$ cat src/rtl/ts_event_pkg.sv
package ts_event_pkg;
  localparam int ADDR_W = 3;
  localparam int DATA_W = 32;
  localparam int N_EV   = 3;

  localparam logic [ADDR_W-1:0] A_CFG  = 3'd0;
  localparam logic [ADDR_W-1:0] A_TSEC = 3'd1;
  localparam logic [ADDR_W-1:0] A_TNS  = 3'd2;
  localparam logic [ADDR_W-1:0] A_ARM  = 3'd3;
  localparam logic [ADDR_W-1:0] A_CLR  = 3'd4;
  localparam logic [ADDR_W-1:0] A_IEN  = 3'd5;

  localparam int EV_CMP = 0;
  localparam int EV_CAP = 1;
  localparam int EV_PPS = 2;

  localparam int CFG_RISE  = 0;
  localparam int CFG_FALL  = 1;
  localparam int CFG_KEEP  = 2;
  localparam int CFG_P_LSB = 4;

  typedef struct packed {
    logic keep;
    logic fall;
    logic rise;
  } cap_cfg_t;
endpackage

$ cat src/rtl/ts_capture.sv
module ts_capture
  import ts_event_pkg::*;
#(
  parameter int SEC_W  = 32,
  parameter int NS_W   = 30,
  parameter int SYNC_N = 2
) (
  input  logic             clk_i,
  input  logic             rst_ni,
  input  logic             trig_i,
  input  cap_cfg_t         cfg_i,
  input  logic             held_i,
  input  logic [SEC_W-1:0] tm_sec_i,
  input  logic [NS_W-1:0]  tm_ns_i,
  output logic [SEC_W-1:0] cap_sec_o,
  output logic [NS_W-1:0]  cap_ns_o,
  output logic             ev_o
);
  // sh[SYNC_N-1] is the synchronized level, sh[SYNC_N] its previous value
  logic [SYNC_N:0] sh_q;
  logic rise, fall, take;

  always_ff @(posedge clk_i) begin
    if (!rst_ni) sh_q <= '0;
    else         sh_q <= {sh_q[SYNC_N-1:0], trig_i};
  end

  assign rise = sh_q[SYNC_N-1] & ~sh_q[SYNC_N];
  assign fall = ~sh_q[SYNC_N-1] & sh_q[SYNC_N];
  assign ev_o = (cfg_i.rise & rise) | (cfg_i.fall & fall);
  assign take = ev_o & ~(cfg_i.keep & held_i);

  always_ff @(posedge clk_i) begin
    if (!rst_ni) begin
      cap_sec_o <= '0;
      cap_ns_o  <= '0;
    end else if (take) begin
      cap_sec_o <= tm_sec_i;
      cap_ns_o  <= tm_ns_i;
    end
  end
endmodule

$ cat src/rtl/ts_compare.sv
module ts_compare #(
  parameter int SEC_W = 32,
  parameter int NS_W  = 30
) (
  input  logic             clk_i,
  input  logic             rst_ni,
  input  logic             ld_sec_i,
  input  logic             ld_ns_i,
  input  logic             arm_i,
  input  logic [SEC_W-1:0] ld_val_sec_i,
  input  logic [NS_W-1:0]  ld_val_ns_i,
  input  logic [SEC_W-1:0] tm_sec_i,
  input  logic [NS_W-1:0]  tm_ns_i,
  output logic             armed_o,
  output logic             ev_o
);
  logic [SEC_W-1:0] tgt_sec_q;
  logic [NS_W-1:0]  tgt_ns_q;
  logic             reached;

  always_ff @(posedge clk_i) begin
    if (!rst_ni) begin
      tgt_sec_q <= '0;
      tgt_ns_q  <= '0;
    end else begin
      if (ld_sec_i) tgt_sec_q <= ld_val_sec_i;
      if (ld_ns_i)  tgt_ns_q  <= ld_val_ns_i;
    end
  end

  assign reached = (tm_sec_i > tgt_sec_q) ||
                   ((tm_sec_i == tgt_sec_q) && (tm_ns_i >= tgt_ns_q));
  assign ev_o = armed_o & reached;

  // a fresh arm request outranks the self-clear of the same cycle
  always_ff @(posedge clk_i) begin
    if (!rst_ni)    armed_o <= 1'b0;
    else if (arm_i) armed_o <= 1'b1;
    else if (ev_o)  armed_o <= 1'b0;
  end
endmodule

$ cat src/rtl/ts_pps.sv
module ts_pps #(
  parameter int SEC_W      = 32,
  parameter int NS_W       = 30,
  parameter int P_W        = 4,
  parameter int NS_PER_SEC = 1_000_000_000
) (
  input  logic             clk_i,
  input  logic             rst_ni,
  input  logic [P_W-1:0]   p_i,
  input  logic [SEC_W-1:0] tm_sec_i,
  input  logic [NS_W-1:0]  tm_ns_i,
  output logic             pps_o,
  output logic             ev_o
);
  localparam int PMAX  = (1 << P_W) - 1;
  localparam int SCL_W = NS_W + PMAX + 1;
  localparam int KW    = PMAX + 2;
  localparam logic [SCL_W-1:0] NS_STEP = SCL_W'(NS_PER_SEC);

  logic [P_W-1:0]   p_last_q;
  logic             synced_q, prev_vld_q;
  logic [SEC_W-1:0] prev_sec_q;
  logic [KW-1:0]    slot_q;
  logic [SCL_W-1:0] bnd_q;

  logic [SCL_W-1:0] scaled;
  logic [KW-1:0]    n_slots;
  logic rate_chg, sec_step, sub_hit;

  // compare ns * 2^p against k * NS_PER_SEC to avoid a divider
  assign scaled   = {{(SCL_W-NS_W){1'b0}}, tm_ns_i} << p_i;
  assign n_slots  = KW'(1) << p_i;
  assign rate_chg = (p_i != p_last_q);
  assign sec_step = prev_vld_q && (tm_sec_i != prev_sec_q);
  assign sub_hit  = synced_q && (slot_q < n_slots) && (scaled >= bnd_q);
  assign ev_o     = !rate_chg && (sec_step || sub_hit);

  always_ff @(posedge clk_i) begin
    if (!rst_ni) begin
      p_last_q   <= '0;
      synced_q   <= 1'b0;
      prev_vld_q <= 1'b0;
      prev_sec_q <= '0;
      slot_q     <= '0;
      bnd_q      <= '0;
      pps_o      <= 1'b0;
    end else begin
      p_last_q   <= p_i;
      prev_vld_q <= 1'b1;
      prev_sec_q <= tm_sec_i;
      pps_o      <= ev_o;
      if (rate_chg) begin
        synced_q <= 1'b0;
      end else if (sec_step) begin
        synced_q <= 1'b1;
        slot_q   <= KW'(1);
        bnd_q    <= NS_STEP;
      end else if (sub_hit) begin
        slot_q   <= slot_q + KW'(1);
        bnd_q    <= bnd_q + NS_STEP;
      end
    end
  end
endmodule

$ cat src/rtl/ts_event_unit.sv
module ts_event_unit
  import ts_event_pkg::*;
#(
  parameter int SEC_W      = 32,
  parameter int NS_W       = 30,
  parameter int P_W        = 4,
  parameter int NS_PER_SEC = 1_000_000_000
) (
  input  logic              clk_i,
  input  logic              rst_ni,
  input  logic [SEC_W-1:0]  tm_sec_i,
  input  logic [NS_W-1:0]   tm_ns_i,
  input  logic              trig_i,
  input  logic              wr_en_i,
  input  logic [ADDR_W-1:0] wr_addr_i,
  input  logic [DATA_W-1:0] wr_data_i,
  output logic [SEC_W-1:0]  cap_sec_o,
  output logic [NS_W-1:0]   cap_ns_o,
  output logic [N_EV-1:0]   sts_o,
  output logic              cmp_armed_o,
  output logic              pps_o,
  output logic              irq_o
);
  cap_cfg_t        cfg_q;
  logic [P_W-1:0]  rate_q;
  logic [N_EV-1:0] ien_q, set_v, clr_v;
  logic            wr_cfg, wr_clr, wr_ien;
  logic            ev_cap, ev_cmp, ev_pps;

  assign wr_cfg = wr_en_i && (wr_addr_i == A_CFG);
  assign wr_clr = wr_en_i && (wr_addr_i == A_CLR);
  assign wr_ien = wr_en_i && (wr_addr_i == A_IEN);

  always_ff @(posedge clk_i) begin
    if (!rst_ni) begin
      cfg_q  <= '0;
      rate_q <= '0;
      ien_q  <= '0;
    end else begin
      if (wr_cfg) begin
        cfg_q.rise <= wr_data_i[CFG_RISE];
        cfg_q.fall <= wr_data_i[CFG_FALL];
        cfg_q.keep <= wr_data_i[CFG_KEEP];
        rate_q     <= wr_data_i[CFG_P_LSB +: P_W];
      end
      if (wr_ien) ien_q <= wr_data_i[N_EV-1:0];
    end
  end

  ts_capture #(.SEC_W(SEC_W), .NS_W(NS_W)) u_cap (
    .clk_i(clk_i), .rst_ni(rst_ni), .trig_i(trig_i), .cfg_i(cfg_q),
    .held_i(sts_o[EV_CAP]), .tm_sec_i(tm_sec_i), .tm_ns_i(tm_ns_i),
    .cap_sec_o(cap_sec_o), .cap_ns_o(cap_ns_o), .ev_o(ev_cap)
  );

  ts_compare #(.SEC_W(SEC_W), .NS_W(NS_W)) u_cmp (
    .clk_i(clk_i), .rst_ni(rst_ni),
    .ld_sec_i(wr_en_i && (wr_addr_i == A_TSEC)),
    .ld_ns_i(wr_en_i && (wr_addr_i == A_TNS)),
    .arm_i(wr_en_i && (wr_addr_i == A_ARM) && wr_data_i[0]),
    .ld_val_sec_i(wr_data_i[SEC_W-1:0]), .ld_val_ns_i(wr_data_i[NS_W-1:0]),
    .tm_sec_i(tm_sec_i), .tm_ns_i(tm_ns_i),
    .armed_o(cmp_armed_o), .ev_o(ev_cmp)
  );

  ts_pps #(.SEC_W(SEC_W), .NS_W(NS_W), .P_W(P_W), .NS_PER_SEC(NS_PER_SEC)) u_pps (
    .clk_i(clk_i), .rst_ni(rst_ni), .p_i(rate_q),
    .tm_sec_i(tm_sec_i), .tm_ns_i(tm_ns_i), .pps_o(pps_o), .ev_o(ev_pps)
  );

  always_comb begin
    set_v         = '0;
    set_v[EV_CMP] = ev_cmp;
    set_v[EV_CAP] = ev_cap;
    set_v[EV_PPS] = ev_pps;
    clr_v         = wr_clr ? wr_data_i[N_EV-1:0] : '0;
  end

  always_ff @(posedge clk_i) begin
    if (!rst_ni) sts_o <= '0;
    else         sts_o <= (sts_o & ~clr_v) | set_v;
  end

  assign irq_o = |(sts_o & ien_q);
endmodule

$ cat config.mk
export PLATFORM = sky130hd
export DESIGN_NAME = ts_event_unit
export DESIGN_NICKNAME = d
export VERILOG_FILES = /design/src/rtl/ts_event_pkg.sv /design/src/rtl/ts_capture.sv /design/src/rtl/ts_compare.sv /design/src/rtl/ts_pps.sv /design/src/rtl/ts_event_unit.sv
export SDC_FILE = /design/constraint.sdc
export NUM_CORES = 1
export LEC_CHECK = 0
export ABC_AREA = 0
export BUFFER_PORTS_ARGS = -buffer_cell sky130_fd_sc_hd__clkbuf_2
export CORE_ASPECT_RATIO = 1.5
export CORE_MARGIN = 1.5
export CORE_UTILIZATION = 53
export CTS_CLUSTER_DIAMETER = 30
export DETAILED_ROUTE_END_ITERATION = 8
export PLACE_DENSITY = 0.78
export SETUP_SLACK_MARGIN = 0.05
export SYNTH_ARGS = -nofsm -noshare
export SYNTH_HDL_FRONTEND = slang
export SYNTH_SLANG_ARGS = --single-unit
$ cat constraint.sdc
create_clock -name clk_i -period 4.05 [get_ports clk_i]
set_input_delay 0.2025 -clock clk_i [delete_from_list [all_inputs] [get_ports clk_i]]
set_output_delay 0.2025 -clock clk_i [all_outputs]
set_load 0.05 [all_outputs]
==> flow_summary.yaml, run 1 <==
floorplanning:
  core_mm2: 0.02505
  ios: 169
  rows: 71
  die_h_um: 198.3
  die_area_mm2: 0.02641
  start_util_pct: 53.78
  die_x_um: 133.2
pwr:
  p_sw_share_pct: 28.26
  comb_power_share_pct: 14.5
  seq_power_share_pct: 37.7
  ir_drop_uv: 418.6
  internal_power_mw: 4.640
  power.density_mw_per_mm2: 383.9
  switching_power_mw: 1.828
  p_leak_nw: 6.547
  pwr-share-clk_pct: 47.8
clocking:
  clk-insertion-delay-late_ns: 0.54
  cts_htree_levels: 2
  cts.sinks: 234
  root_buffer: "clkbuf_16"
  cts_inserted_buffers: 36
  ctsLongestPathBuffers: 3
  clk_pin_slew_ns: 0.06
  cts_tree: "yes"
worst_setup_path:
  startpoint_type: "register"
  endpoint_kind: "register"
  critical_path_class: "register to register"
  critPathMaxStageDelay_ns: 0.56
  slowest_stage: "mux4_2"
  worstPathArrival_ns: 4.31
  cp_cell_sequence: "buf_12 -> mux4_2 -> mux2i_2 -> a21oi_1 -> ha_1 -> nand4_4 -> nor4_4 -> o311ai_2 -> nand4_2 -> o211ai_4 -> buf_4 -> a21o_4 -> nor4_4 -> xnor2_1 -> nor2_1"
  crit_fanout: 15
  cp.required_ns: 4.45
  cpMostUsedCell: "nor4_4"
yosys:
  yosysTopAreaCell: "dfxtp_1"
  synth-async-reset-ratio_pct: 0
  ys_top_cells_by_area: "dfxtp_1 35%, ha_1 11%, nand2_1 9.1%"
  synth_simple_gate_area_share_pct: 21.34
  synth_ff_type: "dfxtp_1"
  synth_edf_count: 0
  synth_top_family_by_area: "simple AND/OR/NAND/NOR gates"
  synth-seq-cells: 234
  syn_inst: 1612
  syn_area_per_cell_um2: 8.358
  synth_fp_nets: 1828
  synth-warning-count: 0
  synth_area_mm2: 0.01347
  synth-xor-area-share_pct: 4.811
  synth_compound_area_share_pct: 15.28
  synth_top_area_share_pct: 34.77
  yosys.area_share.adder_pct: 10.68
  ys_types: 67
  synth.yosys.seq_area_share_pct: 34.77
  synthMuxAreaShare_pct: 7.569
placed_design:
  gp_congestion: 0.9625
  dp_hpwl_um: 28350
  portBuffers: 168
  dp_worst_setup_slack_ns: -0.1329
sta:
  period_needed_ns: 3.908
  timing.hold.ws_ns: 0.01247
  skew_ns: 0.02471
  drv_slew: 0
  tightest_slew_ns: 1.206
  max_freq_mhz: 255.9
  finalSetupViolations: 0
  final-hold-violation-count: 0
  fin_ws_ns: 0.1424
  rsz0062_at_grt: "true"
  fin_crit_sh_pct: 96.48
  slew_headroom_pct: 19.63
routing:
  wl_um: 39490
  vias_per_cell: 5.557
  dr.pass1.iters: 5
  detail-route-antenna-nets: 0
  drc_errors: 0
  drtIter0Drc: 671
  vias: 12310
  wl_per_cell_um: 17.82
grt:
  antenna_found_initial: 1
  grt_pass1_vias: 12450
  grt-ovfl-total: 0
  grt_max_degree: 88
  grtUsageTotal_pct: 29.62
  grt_pass1_wl_um: 61880
job:
  max-cap-violations: 0
final_layout:
  drive_above_1_share_pct: 18.34
  final_nets: 2076
  syn_to_final_growth_pct: 25.06
  num-fill-cells: 2029
status:
  outcome: "completed"
min_path:
  hold_class: "primary input to register"
## layout by cell type, fill, tap and decap left out, types with 4 or more instances in the layout
master,n
a211oi_1,4
a21boi_0,138
a21o_1,14
a21oi_1,66
and2_1,44
and3_1,6
and4_1,5
buf_4,51
clkbuf_16,36
clkbuf_2,167
clkinvlp_4,5
dfxtp_1,230
dlygate4sd3_1,71
ha_1,115
inv_1,105
inv_6,8
mux2_2,9
mux2i_1,55
mux4_2,15
nand2_1,324
nand3_1,25
nand4_1,19
nor2_1,81
nor2b_1,30
nor3_1,19
nor3b_1,4
nor4_1,15
nor4_2,5
nor4_4,5
o21ai_0,44
o21ai_1,4
or2_2,4
or3_1,10
xnor2_1,42
xor2_1,32
## cell families after synthesis
logic type | count (synthesis)
AND/OR/NAND/NOR | 612
adder cells (fa/ha/maj) | 115
buffers and inverters | 190
XOR/XNOR | 74
AO/OA/AOI/OAI | 305
multiplexers | 82
flip-flops | 234
## cell usage after synthesis, types with 5 or more instances
cell        n
nor4_1     19
and4_1      5
mux2_2      9
xor2_1     32
ha_1      115
nor2b_1    30
or3_1      10
nand2_1   325
and3_1      6
xnor2_1    42
o21ai_0    46
nand3_1    25
buf_2       7
mux2i_1    58
a21oi_1    66
nand4_1    19
buf_1       7
dfxtp_1   234
and2_1     45
a21boi_0  138
mux4_2     15
nor3_1     19
a21o_1     15
clkbuf_1   66
nor2_1     82
inv_1     105
## stage by stage
step,power [mW],instance area [um2],std cells,util (%),setup TNS [ns]
2_1_floorplan,3.017,13470,1612,-,0
3_3_place_gp,3.302,14780,2074,58.98,-1.172
3_5_place_dp,3.323,14780,2074,58.98,-2.235
4_1_cts,6.468,16740,2211,66.83,0
5_1_grt,6.713,16850,2216,67.26,-0.04700
6_report,6.468,16850,2216,67.26,0
## power groups by stage
| stage | sequential (mW) | clock, mW | combinational, mW |
|---|---|---|---|
| global route | 2.45 | 3.24 | 1.03 |
| CTS | 2.44 | 3.13 | 0.905 |
| global placement | 2.48 | 0 | 0.819 |
| detailed placement | 2.49 | 0 | 0.836 |
| floorplan | 2.48 | 0 | 0.540 |
| finish | 2.44 | 3.09 | 0.938 |
## registers in the layout, summed over array words and instances, names as in the netlist, 3 cells and up
register / flops
u_pps.bnd_q: 37
u_cmp.tgt_sec_q: 32
u_cap.cap_sec_o: 32
sts_o: 3
u_pps.prev_sec_q: 32
cfg_q: 3
u_cap.cap_ns_o: 30
ien_q: 3
u_cap.sh_q: 3
u_pps.p_last_q: 4
rate_q: 4
u_cmp.tgt_ns_q: 30
u_pps.slot_q: 17
## critical path: cells and delay by family (launching register included)
| family | cells | cell delay (ns) |
|---|---|---|
| xor gates and xnor gates | 1 | 0.15 |
| AOI/OAI and AO/OA | 4 | 0.65 |
| DFF | 1 | 0.37 |
| buffers and inverters | 2 | 0.34 |
| and+or+nand+nor | 5 | 0.99 |
| muxes | 2 | 0.87 |
| adders and majority gates | 1 | 0.38 |
## layout make-up
cell class,count,area (um2),area share (%)
clock inverter,24,281.5,1.671
multi-input combinational,1191,8165,48.46
sequential,234,4692,27.85
tap,328,410.4,2.436
antenna,1,2.502,0.01485
timing repair buffer,291,1961,11.64
inverter,106,397.9,2.361
clock buffer,41,939.7,5.577
## routing by layer
layer / routed length, um / share of wire (%) / GRT usage, % / up-vias
met5: 0 / 0 / 0 / -
met4: 2329 / 5.9 / 18.12 / 0
met3: 1673 / 4.2 / 3.840 / 139
met2: 20890 / 53 / 56.21 / 357
met1: 14600 / 37 / 30.72 / 5820
li1: - / - / - / 5998
## path summary, 6_finish.rpt
path | start | slack, ns | endpoint | depth (start not counted)
setup / recovery | rate_q[0] | 0.14 | u_pps.slot_q[15] | 15
hold / removal | tm_ns_i[13] | 0.01 | u_cap.cap_ns_o[13] | 3
setup reg to reg | rate_q[0] | 0.14 | u_pps.slot_q[15] | 15
hold reg to reg | u_cap.sh_q[0] | 0.45 | u_cap.sh_q[1] | 1
## timing repair
action / 4_1_cts / 5_1_grt
gates resized for setup: 7 / 13
endpoints found under the setup margin: 55 / 39
buffers inserted: 0 / 2
gates cloned: 1 / 2
pin swaps: 0 / 5
hold buffers: 71 / 0
hold endpoints to repair: 130 / 0
Note: power is estimated with default switching activity, not from simulation.
==> run 2, diff against run 1 <==
--- a/config.mk
+++ b/config.mk
@@ -5,14 +5,14 @@
 export SDC_FILE = /design/constraint.sdc
 export NUM_CORES = 1
 export LEC_CHECK = 0
-export ABC_AREA = 0
+export ABC_AREA = 1
 export BUFFER_PORTS_ARGS = -buffer_cell sky130_fd_sc_hd__clkbuf_2
 export CORE_ASPECT_RATIO = 1.5
 export CORE_MARGIN = 1.5
-export CORE_UTILIZATION = 53
+export CORE_UTILIZATION = 54
 export CTS_CLUSTER_DIAMETER = 30
 export DETAILED_ROUTE_END_ITERATION = 8
-export PLACE_DENSITY = 0.78
+export PLACE_DENSITY = 0.79
 export SETUP_SLACK_MARGIN = 0.05
 export SYNTH_ARGS = -nofsm -noshare
 export SYNTH_HDL_FRONTEND = slang
==> flow_summary.yaml, run 2 <==
status:
  outcome: "completed"
routing:
  drc_errors: 0
  detail-route-antenna-nets: 0
  wl_met3_um: 3023
  wl_um: 47660
  wl_per_cell_um: 16.75
  vias_per_cell: 5.562
  drtIter0Drc: 960
  dr.pass1.iters: 6
  routed.top_layer: "met4"
  met2WireLength_um: 24020
  drt-met1-wl_um: 17070
  vias: 15830
pwr:
  p_sw_share_pct: 30.05
  pwr-share-clk_pct: 50.3
  switching_power_mw: 2.237
  comb_power_share_pct: 16.6
  internal_power_mw: 5.208
  seq_power_share_pct: 33.2
  ir_drop_uv: 441.2
  power.density_mw_per_mm2: 413.6
  p_leak_nw: 8.413
grt:
  antenna_found_initial: 0
  grtUsageTotal_pct: 34.16
  grt_pass1_vias: 15840
  grt_pass1_wl_um: 76430
  grt_max_degree: 70
  grt-ovfl-total: 0
worst_setup_path:
  endpoint_kind: "register"
  crit_fanout: 40
  worstPathArrival_ns: 3.91
  startpoint_type: "register"
  critical_path_class: "register to register"
  cp.required_ns: 4.50
floorplanning:
  die_x_um: 137.9
  ios: 169
  core_mm2: 0.02667
  start_util_pct: 55.25
  die_h_um: 205.3
  rows: 73
  die_area_mm2: 0.02831
clocking:
  ctsLongestPathBuffers: 3
  clk_pin_slew_ns: 0.05
  clk-insertion-delay-late_ns: 0.55
  cts.sinks: 234
  cts_tree: "yes"
  cts_htree_levels: 2
  cts_inserted_buffers: 42
  root_buffer: "clkbuf_16"
  post_cts_buffers: 0
sta:
  drv_slew: 0
  tightest_slew_ns: 1.054
  max_freq_mhz: 289.6
  finalSetupViolations: 0
  period_needed_ns: 3.453
  skew_ns: 0.02174
  timing.setup.tns_ns: 0
  rsz0062_at_grt: "false"
  slew_headroom_pct: 29.71
  final-hold-violation-count: 0
  fin_crit_sh_pct: 85.27
final_layout:
  final_nets: 2691
  diodes: 0
  num-fill-cells: 2298
  largest_register_ff_count: 37
  drive_above_1_share_pct: 11.28
  fin_cells: 2846
  layout_common_cells: "527 x nand2_1, 293 x nor2_1, 263 x inv_1"
  mostFrequentLayoutCell: "nand2_1"
  fin_area_mm2: 0.01800
  syn_to_final_growth_pct: 22.16
  top_register: "u_pps.bnd_q"
yosys:
  yosysMostFrequentCell: "nand2_1"
  synth_compound_area_share_pct: 15.79
  syn_inst: 2269
  synth_simple_gate_area_share_pct: 28.24
  synth_fp_nets: 2485
  synth_edf_count: 0
  synth-async-reset-ratio_pct: 0
  synth-seq-cells: 234
  ys_types: 37
  synth_area_mm2: 0.01474
  ys_top_cells_by_area: "dfxtp_1 32%, nand2_1 13%, ha_1 9.8%"
  synth_top_area_share_pct: 31.79
  synthTopCellsByCount: "527 x nand2_1, 294 x nor2_1, 263 x inv_1"
  yosysTopAreaCell: "dfxtp_1"
  synth-warning-count: 0
  synth_top_family_by_area: "simple AND/OR/NAND/NOR gates"
  synth_ff_type: "dfxtp_1"
  yosys.area_share.adder_pct: 9.765
  synthMuxAreaShare_pct: 0.6114
  synth.yosys.seq_area_share_pct: 31.79
  synth-xor-area-share_pct: 3.863
  syn_area_per_cell_um2: 6.494
placed_design:
  dp_hpwl_um: 32790
  gp_congestion: 0.9567
  place_area_mm2: 0.01573
  portBuffers: 168
  dp.cells: 2693
min_path:
  hold_class: "primary input to register"
job:
  max-cap-violations: 0
==> run 2: changes by cell type after synthesis, sizes merged, moves of 17 or more <==
cell | previous run | this run
xnor2 | 42 | 25
nor2 | 83 | 295
nor4 | 25 | 3
nor2b | 30 | 0
inv | 106 | 267
and2 | 45 | 0
o21ai | 48 | 238
nand2 | 325 | 530
a21boi | 138 | 2
a21oi | 66 | 195
mux2i | 58 | 9
nand3 | 25 | 147
==> run 2: cells by family after synthesis <==
group,after synthesis
AND/OR/NAND/NOR,1021
AO/OA/AOI/OAI,453
buffers and inverters,372
flip-flops,234
adder cells (fa/ha/maj),115
XOR/XNOR,65
multiplexers,9
==> run 2: power groups by stage <==
| stage | Combinational (mW) | Clock (mW) | Sequential [mW] |
|---|---|---|---|
| floorplan | 0.783 | 0 | 2.52 |
| detailed placement | 1.14 | 0 | 2.51 |
| finish | 1.23 | 3.74 | 2.47 |
| global route | 1.38 | 3.88 | 2.48 |
| CTS | 1.21 | 3.76 | 2.46 |
| global placement | 1.11 | 0 | 2.51 |
==> run 2: repair_timing <==
action                                 in CTS  in global routing
hold buffers                               75                  0
gates resized for setup                     0                  3
endpoints found under the hold margin     122                  0
setup endpoints to repair                   0                 49
==> run 2: metrics by stage <==
| step | hold slack, ns | utilization [%] | worst slack (ns) | power (mW) |
|---|---|---|---|---|
| 3_5_place_dp | 0.4074 | 58.99 | 0.4046 | 3.648 |
| 4_1_cts | 0.00009781 | 67.44 | 0.3765 | 7.424 |
| 3_3_place_gp | 0.4056 | 58.99 | 0.4563 | 3.620 |
| 6_report | 0.006303 | 67.49 | 0.5966 | 7.445 |
| 5_1_grt | 0.01857 | 67.49 | 0.1621 | 7.739 |
| 2_1_floorplan | 0.2302 | - | 1.201 | 3.299 |
==> run 2: layout make-up <==
cell class / count / area (um2) / area share (%)
sequential: 234 / 4686 / 26.03
multi-input combinational: 1663 / 8613 / 47.85
clock buffer: 46 / 1096 / 6.089
inverter: 271 / 1017 / 5.651
clock inverter: 32 / 406.6 / 2.259
timing repair buffer: 263 / 1760 / 9.780
tap: 337 / 421.7 / 2.342
==> run 2: metal layers <==
layer | global-route usage [%] | vias up
li1 | - | 7736
met1 | 35.73 | 7258
met2 | 60.71 | 623
met3 | 6.603 | 212
met4 | 23.25 | 0
met5 | 0 | -
==> run 2: worst max-delay path, cell delays in order (launching register included) <==
cell and delay [ns]:
dfxtp_1 0.32, inv_2 0.33, nand2_1 0.14, nand3_1 0.09, o21ai_0 0.10, nand2_1 0.07
o21ai_0 0.10, o21ai_0 0.27, ha_1 0.28, or2_2 0.26, nand2_1 0.07, nand3_1 0.11
nand2_1 0.08, nand3_1 0.09, nand2_1 0.07, nand2_1 0.05, nand2_1 0.09, nand2_4 0.08
nand2_8 0.25, buf_4 0.28, nand2_1 0.07, a21oi_1 0.14
==> run 2: worst paths after layout <==
check,from,to,slack (ns),cells after the start
max,rate_q[0],u_pps.bnd_q[21],0.60,21
min,tm_ns_i[25],u_cap.cap_ns_o[25],0.006,3
max reg2reg,rate_q[0],u_pps.bnd_q[21],0.60,21
min reg2reg,u_cap.sh_q[0],u_cap.sh_q[1],0.45,2
==> run 3, diff against run 2 <==
--- a/config.mk
+++ b/config.mk
@@ -10,9 +10,8 @@
 export CORE_ASPECT_RATIO = 1.5
 export CORE_MARGIN = 1.5
 export CORE_UTILIZATION = 54
-export CTS_CLUSTER_DIAMETER = 30
 export DETAILED_ROUTE_END_ITERATION = 8
-export PLACE_DENSITY = 0.79
+export PLACE_DENSITY = 0.84
 export SETUP_SLACK_MARGIN = 0.05
 export SYNTH_ARGS = -nofsm -noshare
 export SYNTH_HDL_FRONTEND = slang
==> flow_summary.yaml, run 3 (synthesized netlist as in run 2, its figures left out) <==
sta:
  fin_ws_ns: 0.4424
  slew_headroom_pct: 31.71
  fin_crit_sh_pct: 89.08
  final-hold-violation-count: 0
  tightest_slew_ns: 1.022
  skew_ns: 0.01050
  timing.setup.tns_ns: 0
  drv_slew: 0
  max_freq_mhz: 277.2
  finalSetupViolations: 0
  period_needed_ns: 3.608
  rsz0062_at_grt: "false"
grt:
  antenna_found_initial: 0
  grt_use_met2_pct: 58.56
  grt_busiest_layer: "met2"
  grt_pass1_wl_um: 73870
  grt-ovfl-total: 0
  grt_max_degree: 142
  grtUsageMet1_pct: 34.73
  grtUsageTotal_pct: 32.63
  use_met3_pct: 4.336
  grt_pass1_vias: 15430
routing:
  drtIter0Drc: 1088
  vias_per_cell: 5.622
  detail-route-antenna-nets: 0
  wl_per_cell_um: 16.62
  drc_errors: 0
  vias: 15720
  wl_um: 46470
  dr.pass1.iters: 5
final_layout:
  final_nets: 2660
  fin_area_mm2: 0.01712
  fin_cells: 2796
  mostFrequentLayoutCell: "nand2_1"
  final_core_util_pct: 64.17
  layout_common_cells: "527 x nand2_1, 293 x nor2_1, 263 x inv_1"
  drive_above_1_share_pct: 9.801
  diodes: 0
  top_register: "u_pps.bnd_q"
  largest_register_ff_count: 37
  syn_to_final_growth_pct: 16.15
pwr:
  power.density_mw_per_mm2: 342.3
  p_leak_nw: 8.005
  ir_drop_uv: 306.9
clocking:
  root_buffer: "clkbuf_16"
  cts_inserted_buffers: 22
  ctsLongestPathBuffers: 3
  ctsResizeCount: 0
  clk-insertion-delay-late_ns: 0.53
  clk_pin_slew_ns: 0.07
  cts.sinks: 234
  cts_tree: "yes"
  cts_htree_levels: 1
floorplanning:
  core_mm2: 0.02667
  start_util_pct: 55.25
  die_h_um: 205.3
  ios: 169
  die_x_um: 137.9
  rows: 73
  die_area_mm2: 0.02831
worst_setup_path:
  endpoint_kind: "register"
  cp_cell_sequence: "clkinv_1 -> buf_4 -> o21ai_0 -> nand2_1 -> nand3_1 -> o21ai_0 -> ha_1 -> nand2_1 -> nor2_1 -> nand2_1 -> nor2_1 -> nand2_1 -> nand3_1 -> nand2_1 -> nand2_1 -> nand2_1 -> nand2_4 -> buf_4 -> nand3_1 -> a21oi_1"
  slowest_stage: "dfxtp_1"
  critPathMaxStageDelay_ns: 0.51
  critical_path_class: "register to register"
  startpoint_type: "register"
  cp.required_ns: 4.48
  cpMostUsedCell: "nand2_1"
  worstPathArrival_ns: 4.03
  crit_fanout: 49
job:
  max-cap-violations: 0
min_path:
  hold_class: "primary input to register"
placed_design:
  dp_hpwl_um: 32390
  portBuffers: 168
  place_area_mm2: 0.01573
  dp_worst_setup_slack_ns: 0.4704
  dp.cells: 2693
  gp_congestion: 0.9648
status:
  outcome: "completed"
## run 3: routing by layer
layer | routed length [um] | share of wire (%)
met1 | 17060 | 37
met3 | 2584 | 5.6
met5 | 0 | 0
met4 | 3514 | 7.6
met2 | 23310 | 50
## run 3: worst paths after layout
path              cells after the start           from  slack [ns]                  to
hold reg to reg                       2  u_cap.sh_q[0]        0.44       u_cap.sh_q[1]
setup reg to reg                     20      rate_q[1]        0.44     u_pps.bnd_q[16]
hold / removal                        3    tm_ns_i[28]       0.008  u_cap.cap_ns_o[28]
setup / recovery                     20      rate_q[1]        0.44     u_pps.bnd_q[16]
## run 3: where the power goes
part	switching (mW)	leakage, nW	internal, mW
logic	0.801	5.74	0.418
clock network	0.953	0.361	1.23
registers	0.0753	1.91	2.39
total	1.83	8.00	4.03
## run 3: what timing repair did
action | in CTS | in global routing
hold buffers | 64 | 0
setup buffers | 0 | 0
endpoints found under the hold margin | 98 | 0
## run 3: cell type report
| type | instances | area, um2 |
|---|---|---|
| fillers | 2313 | 9555 |
| inverters | 271 | 1017 |
| clock inverters | 10 | 112.6 |
| clock buffers | 29 | 628.1 |
| well taps | 337 | 421.7 |
| multi-input cells | 1663 | 8605 |
| repair buffers | 252 | 1647 |
| flip-flops and latches | 234 | 4684 |
## run 3: worst max-delay path: cells and delay by family, from the launching register on
family,cells,cell delay (ns)
AOI/OAI and AO/OA,3,0.59
and+or+nand+nor,13,1.20
buffers and inverters,3,0.84
DFF,1,0.51
adders and majority gates,1,0.34
## run 3: stage by stage
step           hold WS, ns  power, mW
2_1_floorplan       0.2302      3.299
3_3_place_gp        0.3953      3.606
3_5_place_dp        0.4021      3.644
4_1_cts           0.001011      5.838
5_1_grt            0.01314      6.099
6_report          0.008312      5.859
